[config.mk]
export PLATFORM = sky130hd
export DESIGN_NAME = irq_seq_top
export DESIGN_NICKNAME = d
export VERILOG_FILES = /design/src/rtl/irq_seq_pkg.sv /design/src/rtl/irq_pend.sv /design/src/rtl/irq_mask.sv /design/src/rtl/ret_stack.sv /design/src/rtl/irq_seq_top.sv
export SDC_FILE = /design/constraint.sdc
export NUM_CORES = 1
export LEC_CHECK = 0
export ABC_AREA = 1
export BUFFER_PORTS_ARGS = -buffer_cell sky130_fd_sc_hd__buf_2
export CORE_MARGIN = 2
export CORE_UTILIZATION = 45
export CTS_BUF_LIST = sky130_fd_sc_hd__clkbuf_8 sky130_fd_sc_hd__clkbuf_16
export DETAILED_ROUTE_END_ITERATION = 8
export MAX_ROUTING_LAYER = met4
export PLACE_DENSITY_LB_ADDON = 0.25
export SYNTH_ARGS = -nofsm -noshare
export SYNTH_HDL_FRONTEND = slang
export SYNTH_SLANG_ARGS = --single-unit
[constraint.sdc]
create_clock -name clk -period 2.8 [get_ports clk]
set_clock_uncertainty 0.2 [all_clocks]
set_input_delay 0.56 -clock clk [delete_from_list [all_inputs] [get_ports clk]]
set_output_delay 0.56 -clock clk [all_outputs]
set_load 0.05 [all_outputs]
[src/rtl/irq_seq_pkg.sv]
package irq_seq_pkg;
  localparam logic [7:0]  MUL_MEM_HI = 8'h6D;
  localparam logic [2:0]  MUL_IMM_TOP = 3'b100;
  localparam logic [15:0] ENA_INT_OP = 16'h7F82;

  function automatic logic op_blocks_service(input logic [15:0] op);
    return (op[15:8] == MUL_MEM_HI) || (op[15:13] == MUL_IMM_TOP) || (op == ENA_INT_OP);
  endfunction
endpackage

[src/rtl/irq_pend.sv]
module irq_pend (
  input  logic clk,
  input  logic rst_n,
  input  logic irq_req,
  input  logic take,
  output logic pending
);
  logic req_d;
  always_ff @(posedge clk) begin
    if (!rst_n) begin
      req_d   <= 1'b0;
      pending <= 1'b0;
    end else begin
      req_d   <= irq_req;
      pending <= (pending & ~take) | (irq_req & ~req_d);
    end
  end
endmodule

[src/rtl/irq_mask.sv]
module irq_mask (
  input  logic clk,
  input  logic rst_n,
  input  logic take,
  input  logic set_mask,
  input  logic clr_mask,
  output logic mask
);
  always_ff @(posedge clk) begin
    if (!rst_n)                 mask <= 1'b1;
    else if (take || set_mask)  mask <= 1'b1;
    else if (clr_mask)          mask <= 1'b0;
  end
endmodule

[src/rtl/ret_stack.sv]
module ret_stack #(
  parameter int unsigned DEPTH = 4,
  parameter int unsigned AW    = 12,
  parameter int unsigned DW    = 16
) (
  input  logic          clk,
  input  logic          rst_n,
  input  logic          push,
  input  logic          pop,
  input  logic [DW-1:0] din,
  output logic [AW-1:0] top
);
  logic [AW-1:0] ent [DEPTH];
  logic [AW-1:0] din_m;

  assign din_m = din[AW-1:0];
  assign top   = ent[0];

  for (genvar i = 0; i < DEPTH; i++) begin : g_ent
    logic [AW-1:0] from_above;
    logic [AW-1:0] from_below;
    if (i == 0) begin : g_first
      assign from_above = din_m;
    end else begin : g_rest
      assign from_above = ent[i-1];
    end
    if (i == DEPTH - 1) begin : g_last
      assign from_below = ent[i];
    end else begin : g_mid
      assign from_below = ent[i+1];
    end
    always_ff @(posedge clk) begin
      if (!rst_n)    ent[i] <= '0;
      else if (push) ent[i] <= from_above;
      else if (pop)  ent[i] <= from_below;
    end
  end
endmodule

[src/rtl/irq_seq_top.sv]
module irq_seq_top #(
  parameter int unsigned DEPTH    = 4,
  parameter int unsigned AW       = 12,
  parameter int unsigned DW       = 16,
  parameter int unsigned CW       = 2,
  parameter int unsigned SVC_COST = 3,
  parameter logic [AW-1:0] VECTOR = 12'h002
) (
  input  logic          clk,
  input  logic          rst_n,
  input  logic          irq_req,
  input  logic          boundary,
  input  logic [15:0]   prev_op,
  input  logic [AW-1:0] cur_pc,
  input  logic          push_en,
  input  logic [DW-1:0] push_data,
  input  logic          pop_en,
  input  logic          set_mask,
  input  logic          clr_mask,
  output logic          vec_take,
  output logic [AW-1:0] vec_pc,
  output logic [CW-1:0] svc_cycles,
  output logic [AW-1:0] stack_top,
  output logic          mask_bit
);
  import irq_seq_pkg::*;

  logic          pending;
  logic          take;
  logic          stk_push;
  logic          stk_pop;
  logic [DW-1:0] stk_din;

  assign take = boundary & pending & ~mask_bit & ~op_blocks_service(prev_op);

  irq_pend u_pend (
    .clk(clk), .rst_n(rst_n), .irq_req(irq_req), .take(take), .pending(pending)
  );

  irq_mask u_mask (
    .clk(clk), .rst_n(rst_n), .take(take), .set_mask(set_mask),
    .clr_mask(clr_mask), .mask(mask_bit)
  );

  assign stk_push = take | push_en;
  assign stk_pop  = pop_en & ~take;
  assign stk_din  = take ? {{(DW-AW){1'b0}}, cur_pc} : push_data;

  ret_stack #(.DEPTH(DEPTH), .AW(AW), .DW(DW)) u_stack (
    .clk(clk), .rst_n(rst_n), .push(stk_push), .pop(stk_pop),
    .din(stk_din), .top(stack_top)
  );

  assign vec_take   = take;
  assign vec_pc     = VECTOR;
  assign svc_cycles = take ? CW'(SVC_COST) : '0;
endmodule

# Yosys cells after proc, flatten, opt, wreduce, memory -nomap -nowiden
# Memory sizes are Yosys's and may differ from the RTL's.
# Index checks and enable logic that the tools add are counted.
[classes]
eq_ne = 3
reduce_logical = 4
bitwise_logic = 21
mux = 18
[ops]
columns = ["operator", "n"]
rows = [
  ["2-to-1 mux 12 bit", 9],
  ["== test 16 x 15 -> 1 bit, second input constant", 1],
  ["OR 1 bit", 10],
  ["== test 8 x 7 -> 1 bit, second input constant", 1],
  ["2-to-1 mux 1 bit", 8],
  ["AND 1 bit", 6],
  ["inverter 1 bit", 5],
  ["== test 3 bit, second input constant", 1],
  ["logical OR 1 bit", 3],
  ["2-to-1 mux 2 bit", 1],
  ["OR reduction 2 bit", 1],
]
[totals]
ff_bits = 3
mem_count = 1
output_inout_bits = 28
ram_bits = 48
wordCells = 50
inputBits = 52
[memory_table]
columns = ["memory", "words", "width", "read_ports", "rd_ports_with_merged_regs", "wr", "line_no", "source"]
rows = [
  ["u_stack.ent", 4, 12, 4, 0, 4, "ret_stack.sv:13", "logic [AW-1:0] ent [DEPTH];"],
]

# Logic depth before layout (Yosys ltp)
[depth]
word_depth = 12
ltp_mapped = 12
ltp_nobuf = 11

# By module
# From an unflattened synthesis, not the netlist that was laid out.
[unflattened]
cells_unflattened = 313
hier_area_um2 = 2746.4
[by_module_without_submodules]
columns = ["module", "instances", "area_each_um2", "cells_each", "seq_area_each_um2"]
rows = [
  ["ret_stack", 1, 2167.1, 201, 1441.4],
  ["irq_seq_top", 1, 474.2, 98, 0.0],
  ["irq_pend", 1, 68.8, 9, 40.0],
  ["irq_mask", 1, 36.3, 5, 20.0],
]

# Worst setup path after synthesis
# Ideal clock, no wire load.
[synth_timing]
kind = "input to register"
from = "input boundary"
to = "memory u_stack.ent[0][0] (enable)"
n_path_buf = 1
setup_ns = 0.489
required_time_ns = 2.111
cell_stages = 8
arrival_time_ns = 1.846
path_slack_ns = 0.265
path_cell_list = "nand2_1 > nor2_1 > nand2_1 > nor2_2 > nand2_4 > nand4_2 > buf_2 > nand3_1"
[synth_rtl]
columns = ["item", "line_no", "source"]
rows = [
  ["start: declaration", "irq_seq_top.sv:12", "input logic boundary,"],
  ["end: declaration", "ret_stack.sv:13", ""],
]

# Final worst setup path
[layout_timing]
from = "input prev_op[11]"
to = "output svc_cycles[1]"
[layout_between]
elab_chain_len = 6
elab_cells_between_ends = 7
classes_between = "eq/ne: 2; mux: 1; bitwise: 2; reduce/logical: 2"
[layout_lines]
columns = ["item", "line_no", "source"]
rows = [
  ["start: declaration", "irq_seq_top.sv:13", "input logic [15:0] prev_op,"],
  ["== test 8 x 7 -> 1 bit", "irq_seq_pkg.sv:7", "return (op[15:8] == MUL_MEM_HI) || (op[15:13] == MUL_IMM_TOP) || (op == ENA_INT_OP);"],
  ["logical OR 1 bit", "irq_seq_pkg.sv:7", ""],
  ["logical OR 1 bit (*)", "irq_seq_pkg.sv:7", ""],
  ["inverter 1 bit (*)", "irq_seq_top.sv:34", "assign take = boundary & pending & ~mask_bit & ~op_blocks_service(prev_op);"],
  ["AND 1 bit (*)", "irq_seq_top.sv:34", ""],
  ["2-to-1 mux 2 bit (*)", "irq_seq_top.sv:56", "assign svc_cycles = take ? CW'(SVC_COST) : '0;"],
  ["end: declaration", "irq_seq_top.sv:22", "output logic [CW-1:0] svc_cycles,"],
]
# Every way passes the cells marked *; elsewhere a longest branch is shown, timed or not.

==> results.py <==
metrics = {
    "flow_run": {
        "cap_viol_max_count": 0,
    },
    "synth": {
        "syn_area_per_cell_sq_um": 8.974,
        "ys_seq_area_frac": 0.5871,
        "yosys.cell_count.top_type": "nand2_1",
        "syn_area_sq_um": 2557,
        "synthArstFlopShare": 0,
        "syn-instance-count": 285,
        "synth-seq-cells": 51,
        "synth_area_leaders": "edfxtp_1 56%, nand2_1 18%, buf_4 4.1%",
        "netlist-cell-type-count": 21,
        "synth-edff-count": 48,
        "synth_top_area_share": 0.5636,
        "synthFlopType": "edfxtp_1",
        "synth_area_leader_cell": "edfxtp_1",
        "synth_common_cells": "122 x nand2_1, 48 x edfxtp_1, 24 x inv_1",
        "yosys_warnings": 0,
    },
    "floorplanning": {
        "start_util": 0.4644,
        "dieArea_sq_um": 6302,
        "dieWidth_um": 79.39,
        "core-area_sq_um": 5507,
        "die_y_um": 79.39,
        "num_rows": 27,
        "ios": 80,
    },
    "worst_hold_path": {
        "worstHoldStart": "u_pend.req_d$_SDFF_PN0_",
        "hp-class": "flip-flop to flip-flop",
    },
    "clocking": {
        "worstSkewPairLatency_ns": 0.30,
        "cts.sinks": 51,
        "cts_tree": "done",
        "cts_made_buffers": 5,
        "path_clk_slew_ns": 0.08,
        "cts_setup_buffers": 0,
        "cts_resized": 0,
        "cts_max_path_buffers": 2,
        "cts_hold_buf": 0,
        "cts_root_buf": "clkbuf_8",
        "htreeDepth": 2,
    },
    "grt": {
        "grt_usage": 0.1810,
        "overflow": 0,
        "grt_pass1_wl_um": 8404,
        "antenna_found_initial": 0,
        "grt_max_degree": 25,
        "grt_pass1_vias": 1835,
    },
    "finish": {
        "n_antenna_cell": 0,
        "synthToLayoutAreaGrowth_pct": 16.88,
        "stdcell_area_sq_um": 2989,
        "num-fill-cells": 528,
        "multi_input_area_sq_um": 815.8,
        "nets": 403,
        "drive_gt1_frac": 0.2507,
        "seq_area_sq_um": 1501,
    },
    "sta": {
        "finalMaxSlewViolations": 0,
        "setup_viol": 0,
        "finalHoldViolCount": 0,
        "rsz0062_at_grt": "no",
        "finalSetupTns_ns": 0,
        "fmax_mhz": 431.8,
        "period_share": 0.8271,
        "fin_crit_ns": 2.316,
    },
    "worst_setup_path": {
        "cp.arrival_ns": 1.56,
        "cp-startpoint": "prev_op[11]",
        "crit-reg2reg-launch": "u_pend.pending$_SDFF_PN0_",
        "cp-end-kind": "output port",
        "crit_fanout": 18,
        "start_kind": "input pin",
        "critPathRequiredTime_ns": 2.04,
        "path_class": "input pin to output port",
    },
    "power": {
        "ir_worst_vdd_mv": 0.2480,
        "leakagePower_nw": 1.485,
        "power.density_nw_per_um2": 537.7,
    },
    "status": {
        "outcome": "complete, no violations",
    },
    "routing": {
        "avgRoutedWirePerCell_um": 12.34,
        "vias": 1979,
        "first_pass_iters": 4,
        "totalWireLength_um": 5221,
        "drcViolationCount": 0,
        "drt-initial-drc-count": 151,
        "postRouteAntennaNets": 0,
        "vias_per_cell": 4.678,
    },
    "placement": {
        "dp_hpwl_um": 3649,
        "placed_area_sq_um": 2912,
        "io_buffer_count": 63,
        "gp_congestion": 0.7751,
    },
}
through the flow:
stage / hold WS, ns / std cells / setup slack [ns] / power, mW / utilization
final: 0.2204 / 423 / 0.4840 / 1.607 / 0.5428
after global routing: 0.2598 / 423 / 0.2903 / 1.672 / 0.5428
after CTS: 0.2246 / 423 / 0.4541 / 1.619 / 0.5428
after detailed placement: 0.2237 / 416 / 0.3682 / 1.233 / 0.5287
after global placement: 0.2040 / 416 / 0.3824 / 1.227 / 0.5287
after floorplan: 0.1989 / 295 / 0.2652 / 1.155 / -
area by class of cell:
cell class	count	area share
Sequential cell	51	0.5023
Multi-Input combinational cell	194	0.2729
Timing Repair Buffer	74	0.1373
Inverter	25	0.03139
Tap cell	72	0.03014
Clock buffer	5	0.02302
Clock inverter	2	0.002930
layout by cell type (no fill, tap or decap), drive strengths merged:
master    n
a21oi     1
nand3    17
nand2   125
inv      25
dfxtp     3
buf      74
o21ai    13
nor2     25
conb     12
clkbuf    5
edfxtp   48
clkinv    2
nand4     1
cells by family (layout without fill, tap and decap cells):
group,count (synthesis),in the layout,synth area share
flip-flops,51,51,0.5871
AND/OR/NAND/NOR,168,168,0.2740
buffers and inverters,50,106,0.1086
AO/OA/AOI/OAI,14,14,0.02739
other,2,12,0.002937
worst max-delay path: stages:
cell,delay (ns)
buf_2,0.09
nand2_1,0.05
inv_1,0.03
nand2_1,0.07
nor2_1,0.05
nor2_2,0.11
nand2_4,0.16
inv_1,0.14
buf_2,0.27
state kept, by name, indices dropped and copies added, names as in the netlist:
name / count
u_stack.ent: 48
u_mask.mask: 1
u_pend.pending: 1
u_pend.req_d: 1
final timing paths:
kind                                                    end  slack (ns)  depth (start not counted)
worst max-delay path                          svc_cycles[1]        0.48                          9
worst min-delay path              u_pend.pending$_SDFF_PN0_        0.22                          1
worst max register to register  u_stack.ent[0][4]$_DFFE_PP_        0.79                         10
worst min register to register    u_pend.pending$_SDFF_PN0_        0.22                          1
where the power goes:
group	total, mW	switching [mW]	internal (mW)
Combinational	0.278	0.201	0.0770
Clock	0.393	0.226	0.167
Sequential	0.936	0.0271	0.909
Total	1.61	0.455	1.15
metal layers:
layer | wire, um | global-route usage | vias up
li1 | - | - | 1005
met1 | 2271 | 0.2211 | 899
met2 | 2566 | 0.3008 | 65
met3 | 303 | 0.03620 | 10
met4 | 80 | 0.06552 | 0
met5 | 0 | - | -
Note: power is estimated with default switching activity, not from simulation.
